### src/rtl/irq_agg_pkg.sv
package irq_agg_pkg;

    // Widest index the block ever presents (covers a 64-line bank)
    localparam int IDX_W = 6;

    typedef enum logic [1:0] {
        MASK_LOAD = 2'b00,
        MASK_SET  = 2'b01,
        MASK_CLR  = 2'b10,
        MASK_NOP  = 2'b11
    } mask_op_e;

    typedef struct packed {
        logic             valid;
        logic             ext;
        logic [IDX_W-1:0] num;
    } pick_t;

    // True when bit b lies inside the reserved external run
    function automatic logic in_run(input logic [IDX_W-1:0] b, input int lo, input int cnt);
        return (int'(b) >= lo) && (int'(b) <= lo + cnt - 1);
    endfunction

endpackage

### src/rtl/irq_agg_regs.sv
module irq_agg_regs
    import irq_agg_pkg::*;
#(
    parameter int SRC_W = 64
) (
    input  logic                   clk,
    input  logic                   rst,
    input  logic [SRC_W-1:0]       src_i,
    input  logic                   cfg_we,
    input  logic [1:0]             cfg_op,
    input  logic [IDX_W-1:0]       cfg_idx,
    input  logic [SRC_W-1:0]       cfg_wdata,
    output logic [SRC_W-1:0]       stat_q,
    output logic [SRC_W-1:0]       mask_q,
    output logic [SRC_W-1:0]       pend,
    output logic                   irq_q
);
    localparam int IW = $clog2(SRC_W);

    logic [IW-1:0] bit_sel;
    mask_op_e      op;

    assign bit_sel = cfg_idx[IW-1:0];
    assign op      = mask_op_e'(cfg_op);
    assign pend    = stat_q & mask_q;

    always_ff @(posedge clk) begin
        if (rst) begin
            stat_q <= '0;
            mask_q <= '0;
            irq_q  <= 1'b0;
        end else begin
            stat_q <= src_i;
            irq_q  <= |pend;
            if (cfg_we) begin
                case (op)
                    MASK_LOAD: mask_q <= cfg_wdata;
                    MASK_SET:  mask_q[bit_sel] <= 1'b1;
                    MASK_CLR:  mask_q[bit_sel] <= 1'b0;
                    default:   mask_q <= mask_q;
                endcase
            end
        end
    end
endmodule

### src/rtl/irq_rr_picker.sv
module irq_rr_picker #(
    parameter int SRC_W = 64
) (
    input  logic                      clk,
    input  logic                      rst,
    input  logic [SRC_W-1:0]          pend,
    input  logic                      pop_i,
    output logic                      sel_valid,
    output logic [$clog2(SRC_W)-1:0]  sel_bit
);
    localparam int IW = $clog2(SRC_W);

    logic [IW-1:0]      ptr_q;
    logic [2*SRC_W-1:0] dbl;
    logic [SRC_W-1:0]   rot;
    logic [IW-1:0]      off;

    assign dbl = {pend, pend};
    assign rot = dbl[ptr_q +: SRC_W];

    // Lowest set bit of the rotated vector is the distance from the pointer
    always_comb begin
        off = '0;
        for (int i = SRC_W - 1; i >= 0; i--) begin
            if (rot[i]) off = IW'(i);
        end
    end

    assign sel_valid = |pend;
    assign sel_bit   = ptr_q + off;

    always_ff @(posedge clk) begin
        if (rst) begin
            ptr_q <= '0;
        end else if (pop_i && sel_valid) begin
            ptr_q <= sel_bit + 1'b1;
        end
    end
endmodule

### src/rtl/irq_num_map.sv
module irq_num_map
    import irq_agg_pkg::*;
#(
    parameter int SRC_W      = 64,
    parameter bit CASCADE_EN = 1'b1,
    parameter int EXT_LO     = 44,
    parameter int EXT_CNT    = 6
) (
    input  logic                     sel_valid,
    input  logic [$clog2(SRC_W)-1:0] sel_bit,
    output pick_t                    pick
);
    logic [IDX_W-1:0] b;
    assign b = IDX_W'(sel_bit);

    generate
        if (CASCADE_EN) begin : g_cascade
            logic hit;
            assign hit        = in_run(b, EXT_LO, EXT_CNT);
            assign pick.valid = sel_valid;
            assign pick.ext   = sel_valid & hit;
            assign pick.num   = hit ? (b - IDX_W'(EXT_LO)) : b;
        end else begin : g_flat
            assign pick.valid = sel_valid;
            assign pick.ext   = 1'b0;
            assign pick.num   = b;
        end
    endgenerate
endmodule

### src/rtl/irq_rr_aggregator.sv
module irq_rr_aggregator
    import irq_agg_pkg::*;
#(
    parameter int SRC_W      = 64,
    parameter bit CASCADE_EN = 1'b1,
    parameter int EXT_LO     = 44,
    parameter int EXT_CNT    = 6
) (
    input  logic             clk,
    input  logic             rst,
    input  logic [SRC_W-1:0] src_i,
    input  logic             cfg_we,
    input  logic [1:0]       cfg_op,
    input  logic [5:0]       cfg_idx,
    input  logic [SRC_W-1:0] cfg_wdata,
    input  logic             pop_i,
    output logic [SRC_W-1:0] stat_o,
    output logic [SRC_W-1:0] mask_o,
    output logic             irq_o,
    output logic             pick_valid_o,
    output logic             pick_ext_o,
    output logic [5:0]       pick_num_o
);
    localparam int IW = $clog2(SRC_W);

    logic [SRC_W-1:0] pend;
    logic             sel_valid;
    logic [IW-1:0]    sel_bit;
    pick_t            pick;

    irq_agg_regs #(.SRC_W(SRC_W)) u_regs (
        .clk       (clk),
        .rst       (rst),
        .src_i     (src_i),
        .cfg_we    (cfg_we),
        .cfg_op    (cfg_op),
        .cfg_idx   (cfg_idx),
        .cfg_wdata (cfg_wdata),
        .stat_q    (stat_o),
        .mask_q    (mask_o),
        .pend      (pend),
        .irq_q     (irq_o)
    );

    irq_rr_picker #(.SRC_W(SRC_W)) u_pick (
        .clk       (clk),
        .rst       (rst),
        .pend      (pend),
        .pop_i     (pop_i),
        .sel_valid (sel_valid),
        .sel_bit   (sel_bit)
    );

    irq_num_map #(
        .SRC_W      (SRC_W),
        .CASCADE_EN (CASCADE_EN),
        .EXT_LO     (EXT_LO),
        .EXT_CNT    (EXT_CNT)
    ) u_map (
        .sel_valid (sel_valid),
        .sel_bit   (sel_bit),
        .pick      (pick)
    );

    assign pick_valid_o = pick.valid;
    assign pick_ext_o   = pick.ext;
    assign pick_num_o   = pick.num;
endmodule

### config.mk
export PLATFORM = sky130hd
export DESIGN_NAME = irq_rr_aggregator
export DESIGN_NICKNAME = d
export VERILOG_FILES = /design/src/rtl/irq_agg_pkg.sv /design/src/rtl/irq_agg_regs.sv /design/src/rtl/irq_rr_picker.sv /design/src/rtl/irq_num_map.sv /design/src/rtl/irq_rr_aggregator.sv
export SDC_FILE = /design/constraint.sdc
export NUM_CORES = 1
export LEC_CHECK = 0
export ABC_AREA = 1
export BUFFER_PORTS_ARGS = -buffer_cell sky130_fd_sc_hd__buf_2
export CAP_MARGIN = 25
export CORE_UTILIZATION = 35
export CTS_CLUSTER_SIZE = 14
export DETAILED_ROUTE_END_ITERATION = 12
export SETUP_SLACK_MARGIN = 0.4
export SLEW_MARGIN = 10
export SYNTH_ARGS = -nofsm -noshare
export SYNTH_HDL_FRONTEND = slang
export SYNTH_SLANG_ARGS = --single-unit
### constraint.sdc
create_clock -name clk -period 9.7 [get_ports clk]
set_clock_uncertainty 0.15 [all_clocks]
set_input_delay 2.425 -clock clk [delete_from_list [all_inputs] [get_ports clk]]
set_output_delay 2.425 -clock clk [all_outputs]
set_load 0.005 [all_outputs]
Word-level counts from Yosys, hierarchy flattened
Cells that the tools add are included.
Storage, ports and cells
  bits in registers: 135
  bits of input ports: 140
  word-level logic and storage cells: 94
Cells by class
  add/sub/neg operators: 3
  $lt $le $gt $ge: 4
  equality and inequality tests: 2
  shift-type cells: 1
  muxes and demuxes: 68
  bitwise logic cells: 5
  reductions and logical operators: 7
Operators with widths (count)
  2-to-1 mux 6 bit: 65
  one-hot mux 64 bit (3 select lines): 1
  AND 64 bit: 2
  indexed part select 128 x 7 -> 64 bit: 1
  inverter 64 bit: 1
  OR 64 bit: 1
  OR reduction 64 bit: 1
  less-than comparator 6 x 7 -> 1 bit (second input constant): 1
  adder 6 x 1 -> 6 bit (second input constant): 1
  adder 6 bit: 1
  demux 1 bit (select 6 bit): 1
  >= comparator 6 x 1 -> 1 bit (second input constant): 1
  >= comparator 6 bit (second input constant): 1
  <= comparator 6 bit (second input constant): 1
  subtractor 6 bit (second input constant): 1
  logical AND 1 bit: 3
  nonzero test 3 bit: 1
  equality test 2 x 1 -> 1 bit (second input constant): 1
  equality test 2 bit (second input constant): 1
  logical NOT 2 bit: 1
  AND reduction 2 bit: 1
  AND 1 bit: 1
  2-to-1 mux 1 bit: 1

Logic depth before layout (Yosys ltp)
Gate-level depths: netlist of the first run.
  depth after elaboration: 70
  depth in mapped cells: 88
  gate-level depth less buffers: 86

By module
Synthesis of the first run repeated with hierarchy kept, for this count alone.
Unflattened totals
  cell total of the unflattened synthesis: 2361
  area total of the unflattened synthesis: 12572.1 sq um
By module, submodules not included
  irq_agg_regs: times used 1, cells each 1083, area each 6563.8 sq um
  irq_rr_picker: times used 1, cells each 1240, area each 5816.8 sq um
  irq_num_map: times used 1, cells each 38, area each 191.4 sq um

Least setup slack after synthesis of the first run
Ideal clock, no wire load.
  path type: reg2out
  start: register u_pick.ptr_q[1]
  end: output pick_num_o[2]
  arrival time: 5981 ps
  required time: 7125 ps
  slack: 1144 ps
  cell stages (with the launch flop): 79
  buffers on the path: 2
  path through: dfxtp_1 > buf_4 > clkbuf_1 > nand2_1 > nand2_1 > nand2_1 > o21a_1 > o21a_1 > o21a_1 > o21ai_2 > nand2_1 > nand2_1 > nand2_1 > nand2_1 > nand2_1 > nand2_1 > nand2_1 > nand2_1 > [43 not listed] > nand2_1 > nand2_1 > nand2_1 > nand2_1 > nand2_1 > a21oi_2 > ha_1 > fa_1 > xor2_1 > inv_1 > ha_1 > inv_1 > o21ai_0 > nand2_1 > inv_1 > o21a_1 > nor2_1 > xor2_1
Between the ends
  cells in the longest elaborated chain, start to end: 69
  elaborated cells on any way between the ends: 71
RTL lines
  start: declaration: line irq_rr_picker.sv:13  | logic [IW-1:0] ptr_q;
  start signal: assignment: line irq_rr_picker.sv:36  | ptr_q <= sel_bit + 1'b1;
  indexed part select 128 x 7 -> 64 bit: line irq_rr_picker.sv:19  | assign rot = dbl[ptr_q +: SRC_W];
  2-to-1 mux 6 bit (64 in series): line irq_rr_picker.sv:25  | if (rot[i]) off = IW'(i);
  adder 6 bit (*): line irq_rr_picker.sv:30  | assign sel_bit = ptr_q + off;
  >= comparator 6 bit or <= comparator 6 bit (tied branches): line irq_agg_pkg.sv:21  | return (int'(b) >= lo) && (int'(b) <= lo + cnt - 1);
  logical AND 1 bit: line irq_agg_pkg.sv:21
  2-to-1 mux 6 bit (*): line irq_num_map.sv:22  | assign pick.num = hit ? (b - IDX_W'(EXT_LO)) : b;
  end: declaration: line irq_rr_aggregator.sv:22  | output logic [5:0] pick_num_o
Mark *: on every way between the ends. The rest lies on a longest branch, timed or not.

Worst setup path after layout of the first run
  start: register u_pick.ptr_q[0]
  end: output pick_ext_o
Between the ends
  cells in the longest elaborated chain, start to end: 69
  elaborated cells on any way between the ends: 70
RTL lines
  indexed part select 128 x 7 -> 64 bit: line irq_rr_picker.sv:19
  2-to-1 mux 6 bit (64 in series): line irq_rr_picker.sv:25
  adder 6 bit (*): line irq_rr_picker.sv:30
  >= comparator 6 bit or <= comparator 6 bit (tied branches): line irq_agg_pkg.sv:21
  logical AND 1 bit (*): line irq_agg_pkg.sv:21
  AND 1 bit (*): line irq_num_map.sv:21  | assign pick.ext = sel_valid & hit;
  end: declaration: line irq_rr_aggregator.sv:21  | output logic pick_ext_o,
Marks and branches as above.

==> flow_summary_export.csv, run 1 <==
group,metric,value,unit
die,start_util,35.59,%
power_and_ir_drop,p_leak,7.999,nW
clock_network,root_buffer,"clkbuf_16",
setup_path,r2r_end,"u_pick.ptr_q[5]$_SDFFE_PP0P_",
yosys,async_flop_share,0,%
die,die_w,189.4,µm
drt,via_per_inst,5.521,
grt,overflow,0,
drt,top_layer_used,"met4",
yosys,synth_flop_cell,"dfxtp_1",
cells_and_area,n_fill_cell,3767,
sta,worst_pin_slew,919.1,ps
yosys,syn-num-nets,2376,
place,gp_congestion,0.9840,
clock_network,cts.clk_slew.worst_paths,60,ps
drt,met2WireLength,25470,µm
sta,drv_slew,0,
cells_and_area,multi_input_area,0.008692,mm²
clock_network,cts_max_level,4,
grt,grt_pass1_vias,14981,
yosys,synth_edf_count,0,
setup_path,path_class,"reg -> out",
yosys,ys_ff_latch,135,
setup_path,ff2ff_path_depth,75,
place,place_inst,2868,
grt,grt_max_degree,129,
drt,vias,16275,
grt,grt_pass1_wl,84950,µm
worst_hold_path,holdCritPathClass,"reg -> reg",
setup_path,r2r_start,"u_pick.ptr_q[0]$_SDFFE_PP0P_",
yosys,synth-seq-area-share,21.98,%
grt,antenna_found_initial,0,
setup_path,max_stage_delay,410,ps
yosys,synthDistinctLibCells,42,
setup_path,slowest_stage,"dfxtp_4",
drt,ant_nets,0,
sta,period_needed,9652,ps
power_and_ir_drop,power,5.102,mW
drt,wl_met1,24490,µm
yosys,synth_common_cells,"670 x nand2_1, 274 x nand3_1, 253 x o21ai_0, 236 x inv_1, 193 x nor2_1",
yosys,yosys_warnings,0,
yosys,synth_top_cell_by_area,"dfxtp_1",
cells_and_area,flow.area_growth_from_synthesis,30.51,%
yosys,netlist.area_leader.share,21.98,%
die,coreArea,0.03454,mm²
cells_and_area,nets,2637,
drt,postRouteWirelength,56170,µm
sta,fin_hold_ws,350.2,ps
sta,period_share,99.51,%
clock_network,clock-sinks,135,
die,dieArea,0.03588,mm²
sta,max_freq,0.1036,GHz
grt,grt_use_total,30.54,%
sta,maxSlewHeadroom,38.16,%
place,place_hpwl,41380,µm
worst_hold_path,min_to,"u_pick.ptr_q[4]$_SDFFE_PP0P_",
drt,drt_iter0_markers,1494,
sta,finalHoldViolCount,0,
sta,rsz0062_at_grt,"yes",
clock_network,cts_tree,"built",
yosys,syn_avg_cell_area,5.536,µm²
setup_path,crit_fanout,9,
outcome,status,"finished, final reports clean",
worst_hold_path,hold_path_depth,2,
clock_network,cts_buffers,17,
run,max_cap_violations,0,
worst_hold_path,min_from,"u_pick.ptr_q[4]$_SDFFE_PP0P_",
cells_and_area,fin_area,0.01605,mm²
drt,drc_errors,0,
sta,finalSetupViolations,0,
setup_path,reg2reg_slack,2880,ps
cells_and_area,drive_above_1_share,23.95,%
yosys,ys_top_cells_by_area,"dfxtp_1 22%, nand2_1 20%, nand3_1 11%",
power_and_ir_drop,ir_drop,0.1829,mV
setup_path,cp-start-kind,"register",
place,io_buffers,276,
cells_and_area,antenna_cells,0,
drt,wl_per_cell,19.05,µm
setup_path,required,7130,ps
yosys,synth.most_common_cell,"nand2_1",
die,rows,68,
drt,met3_length,4308,µm
drt,dr.pass1.iters,6,
die,ios,277,
setup_path,cp-end-kind,"output pin",
power_and_ir_drop,pwr_density_cell,318.0,mW/mm²
yosys,netlist_area,0.01230,mm²
setup_path,arrival,7080,ps
place,placed_cell_area,0.01413,mm²
clock_network,cts_buffer_depth,2,
yosys,netlist_instances,2221,
sta,setup_tns,0,ps
clock_network,ctsHoldBuffers,0,
cells_and_area,regArea,0.002710,mm²
clock_network,clk_latency,450,ps
cells_and_area,finalNonFillerCells,2948,
die,die_y,189.4,µm
setup_path,crit_path_frequent_cell,"nand2_1",
-- power breakdown --
group          leakage, nW  internal, mW  switching (mW)
logic                 6.60          1.43            2.34
clock network        0.281         0.405           0.257
registers             1.12         0.601          0.0663
total                 8.00          2.44            2.66
-- routing by layer --
metal / global-route usage [%] / up-vias
met5: 0 / -
met4: 10.73 / 0
met3: 4.615 / 115
met2: 49.68 / 783
met1: 40.74 / 7534
li1: - / 7843
-- metrics by stage --
| step | util (%) | setup slack (ps) |
|---|---|---|
| 5_1_grt | 46.45 | -753.6 |
| 3_5_place_dp | 40.92 | 213.6 |
| 3_3_place_gp | 40.86 | 340.9 |
| 6_report | 46.45 | 47.72 |
| 2_1_floorplan | - | 1144 |
| 4_1_cts | 45.21 | 129.9 |
-- how the worst max path moves through the flow --
stage / from / to / cells past startpoint
after detailed placement: u_pick.ptr_q[0]$_SDFFE_PP0P_ / pick_num_o[2] / 80
after CTS: u_pick.ptr_q[0]$_SDFFE_PP0P_ / pick_num_o[2] / 85
after floorplan: u_pick.ptr_q[1]$_SDFFE_PP0P_ / pick_num_o[2] / 78
after global placement: u_pick.ptr_q[0]$_SDFFE_PP0P_ / pick_num_o[2] / 79
after global routing: u_pick.ptr_q[0]$_SDFFE_PP0P_ / pick_num_o[2] / 81
final: u_pick.ptr_q[0]$_SDFFE_PP0P_ / pick_ext_o / 74
-- kinds of logic after synthesis --
group / Yosys count / synth area share (%)
buffers and inverters: 381 / 12.80
AND/OR/NAND/NOR: 1217 / 41.41
flip-flops: 135 / 21.98
XOR/XNOR: 9 / 0.6411
adder cells (fa/ha/maj): 15 / 1.587
AO/OA/AOI/OAI: 464 / 21.58
-- registers in the layout (all words and copies together) (netlist names) --
signal,cells
u_pick.ptr_q,6
u_regs.irq_q,1
u_regs.mask_q,64
u_regs.stat_q,64
-- layout make-up --
type	count	area share (%)
sequential	135	16.89
multi-input combinational	1705	54.17
clock buffer	20	2.784
inverter	245	5.817
timing repair buffer	378	15.98
clock inverter	10	0.8109
tap	455	3.548
-- critical path, delay by kind of cell, from the launching register on --
| kind | cells | cell delay, ps |
|---|---|---|
| simple gates | 56 | 3190 |
| xor+xnor | 1 | 160 |
| flops | 1 | 410 |
| compound gates | 7 | 1180 |
| buf+inv | 8 | 1080 |
| fa+ha+maj | 2 | 590 |
-- repair_timing --
action,in CTS,in global routing
setup buffers,32,6
resized for setup,125,85
endpoints found under the setup margin,5,6
cloned,9,2
pin swaps,14,29
-- cells in the final DEF (no fill, tap or decap), types with 30 or more instances in the layout --
cell type,netlist,layout
a31oi_1,79,75
nor2_1,193,186
dfxtp_1,135,133
nand3_2,1,71
nand2_1,670,637
nand3_1,274,203
nand2_2,0,33
o211ai_1,65,65
o21ai_0,253,230
o21ai_2,2,30
buf_2,24,276
inv_1,236,230
buf_4,6,71
Note: power is estimated with default switching activity, not from simulation.
==> run 2, diff against run 1 <==
- CELL_PAD_IN_SITES_DETAIL_PLACEMENT: not set -> 0
- CELL_PAD_IN_SITES_GLOBAL_PLACEMENT: not set -> 2
- CORE_UTILIZATION: 35 -> 27
- PLACE_DENSITY_LB_ADDON: not set -> 0.1
- SYNTH_HIERARCHICAL: not set -> 1
==> flow_summary_export.csv, run 2 <==
group,metric,value,unit
outcome,status,"finished with violations",
outcome,violations,"setup timing",
setup_path,required,7130,ps
cells_and_area,fin_area,0.01714,mm²
yosys,ys_ff_latch,135,
sta,rsz0062_at_grt,"yes",
setup_path,cp-start-kind,"register",
sta,finalHoldViolCount,0,
yosys,netlist.area_leader.share,21.50,%
yosys,synth_common_cells,"703 x nand2_1, 359 x nand3_1, 272 x inv_1, 247 x nor2_1, 224 x o21ai_0",
die,coreArea,0.04567,mm²
clock_network,cts.clk_slew.worst_paths,70,ps
yosys,synthDistinctLibCells,38,
setup_path,path_class,"reg -> out",
cells_and_area,layout_commonest_cell,"nand2_1",
power_and_ir_drop,power_frac_clock,15.5,%
yosys,netlist_area,0.01257,mm²
drt,ant_nets,0,
power_and_ir_drop,p_leak,9.332,nW
setup_path,arrival,7250,ps
sta,worst_pin_slew,896.0,ps
drt,postRouteWirelength,63170,µm
yosys,netlist_instances,2361,
grt,overflow,0,
drt,drc_errors,0,
die,start_util,27.53,%
sta,maxSlewHeadroom,40.27,%
power_and_ir_drop,pwr_density_cell,280.2,mW/mm²
cells_and_area,final_cell_mix,"675 x nand2_1, 284 x nand3_1, 276 x buf_2",
power_and_ir_drop,intPower,2.324,mW
place,gp_congestion,0.9009,
cells_and_area,multi_input_area,0.008708,mm²
die,rows,78,
drt,dr.pass1.iters,5,
drt,wl_per_cell,18.91,µm
grt,grt_pass1_vias,16227,
cells_and_area,nets,2880,
worst_hold_path,holdCritPathClass,"reg -> reg",
cells_and_area,n_fill_cell,5280,
yosys,ys_top_cells_by_area,"dfxtp_1 21%, nand2_1 21%, nand3_1 14%",
place,placed_cell_area,0.01558,mm²
cells_and_area,fin_util,37.52,%
cells_and_area,drive_above_1_share,24.31,%
grt,grt_max_degree,77,
power_and_ir_drop,comb_power_share,71.1,%
power_and_ir_drop,ir_drop,0.1700,mV
place,place_hpwl,49070,µm
grt,grt_use_total,26.77,%
setup_path,cp-end-kind,"output pin",
die,dieArea,0.04743,mm²
setup_path,slowest_stage,"dfxtp_4",
clock_network,cts_buffers,17,
die,die_w,217.8,µm
power_and_ir_drop,power,4.802,mW
cells_and_area,antenna_cells,0,
run,max_cap_violations,0,
place,pre_cts_slack,26.06,ps
clock_network,cts_max_level,4,
drt,drt_iter0_markers,1110,
cells_and_area,flow.area_growth_from_synthesis,36.32,%
power_and_ir_drop,p_sw_share,51.59,%
grt,antenna_found_initial,9,
sta,finalSetupViolations,5,
drt,vias,16660,
cells_and_area,reg_top3,"u_regs/mask_q (64), u_regs/stat_q (64), u_pick/ptr_q (6)",
place,io_buffers,276,
die,die_y,217.8,µm
setup_path,crit_fanout,12,
clock_network,root_buffer,"clkbuf_16",
clock_network,cts_tree,"built",
clock_network,cts_buffer_depth,2,
setup_path,crit_path_frequent_cell,"nand2_1",
yosys,synth_flop_cell,"dfxtp_1",
yosys,syn_avg_cell_area,5.325,µm²
yosys,yosys_warnings,6,
clock_network,clock-sinks,135,
yosys,synth_edf_count,0,
sta,finalWorstSetupSlack,-123.4,ps
yosys,async_flop_share,0,%
sta,fin_hold_ws,439.0,ps
yosys,syn-num-nets,2514,
yosys,synth_top_cell_by_area,"dfxtp_1",
power_and_ir_drop,switching_power,2.477,mW
setup_path,max_stage_delay,390,ps
yosys,synth-seq-area-share,21.50,%
drt,via_per_inst,4.988,
die,ios,277,
clock_network,clk_latency,470,ps
yosys,synth.most_common_cell,"nand2_1",
sta,period_needed,9823,ps
power_and_ir_drop,p_seq_share,13.4,%
grt,grt_pass1_wl,96350,µm
cells_and_area,regArea,0.002719,mm²
sta,period_share,101.3,%
sta,drv_slew,0,
sta,max_freq,0.1018,GHz
[run 2: changes by cell type after synthesis, moves of 33 or more]
| cell | delta |
|---|---|
| a21oi_1 | +150 |
| a31oi_1 | -64 |
| inv_1 | +36 |
| nand2_1 | +33 |
| nand3_1 | +85 |
| nor2_1 | +54 |
| o211ai_1 | -65 |
[run 2: what timing repair did]
item	4_1_cts	5_1_grt
endpoints found under the setup margin	6	7
setup buffers	16	4
pin swaps	13	4
hold endpoints to repair	0	0
hold buffers	0	0
gates resized for setup	145	22
cloned	5	0
[run 2: kinds of logic after synthesis]
logic type,after synthesis,synth area share [%]
flops,135,21.50
fa+ha+maj,13,1.353
xor+xnor,9,0.6270
mux,10,0.7962
buf+inv,420,13.86
simple gates,1346,44.48
compound gates,428,17.39
[run 2: worst paths after layout]
path / start / end / slack, ps / cells after the start
setup reg to reg: u_pick/ptr_q[0]$_SDFFE_PP0P_ / u_pick/ptr_q[5]$_SDFFE_PP0P_ / 2910 / 85
setup / recovery: u_pick/ptr_q[0]$_SDFFE_PP0P_ / pick_num_o[4] / -120 / 88
hold reg to reg: u_regs/mask_q[38]$_SDFFE_PP0P_ / u_regs/mask_q[38]$_SDFFE_PP0P_ / 440 / 2
hold / removal: u_regs/mask_q[38]$_SDFFE_PP0P_ / u_regs/mask_q[38]$_SDFFE_PP0P_ / 440 / 2
[run 2: power groups by stage]
stage               clock network [mW]  registers (mW)  logic, mW
detailed placement                   0           0.650       3.06
global placement                     0           0.650       3.07
floorplan                            0           0.644       1.90
CTS                              0.760           0.644       3.37
finish                           0.742           0.645       3.42
global route                     0.778           0.650       3.79
[run 2: final cells by class]
| type | instances | share of cell area [%] |
|---|---|---|
| inverters | 284 | 6.293 |
| well taps | 600 | 4.381 |
| multi-input cells | 1806 | 50.81 |
| clock inverters | 14 | 1.234 |
| clock buffers | 18 | 2.563 |
| repair buffers | 483 | 18.85 |
| flip-flops and latches | 135 | 15.86 |
[run 2: per-layer routing]
metal | vias up | wire, µm | global-route usage [%] | part of all wire [%]
met3 | 71 | 3364 | 5.105 | 5.3
met1 | 7790 | 29010 | 34.93 | 46
met2 | 444 | 29400 | 44.72 | 47
li1 | 8337 | - | - | -
met5 | - | 107 | 0 | 0.17
met4 | 18 | 1283 | 7.226 | 2.0
[run 2: worst max-delay path, delay by kind of cell, from the launching register on]
| kind | cells | cell delay (ps) |
|---|---|---|
| AOI/OAI and AO/OA | 3 | 330 |
| xor gates and xnor gates | 2 | 310 |
| adders and majority gates | 1 | 200 |
| buffers and inverters | 8 | 820 |
| DFF | 1 | 390 |
| and+or+nand+nor | 74 | 4690 |
[run 2: through the flow]
stage | setup TNS, ps | cells
3_5_place_dp | 0 | 3283
5_1_grt | -5383 | 3340
2_1_floorplan | 0 | 2361
6_report | -411.2 | 3340
4_1_cts | -134.5 | 3336
3_3_place_gp | -442.9 | 3283
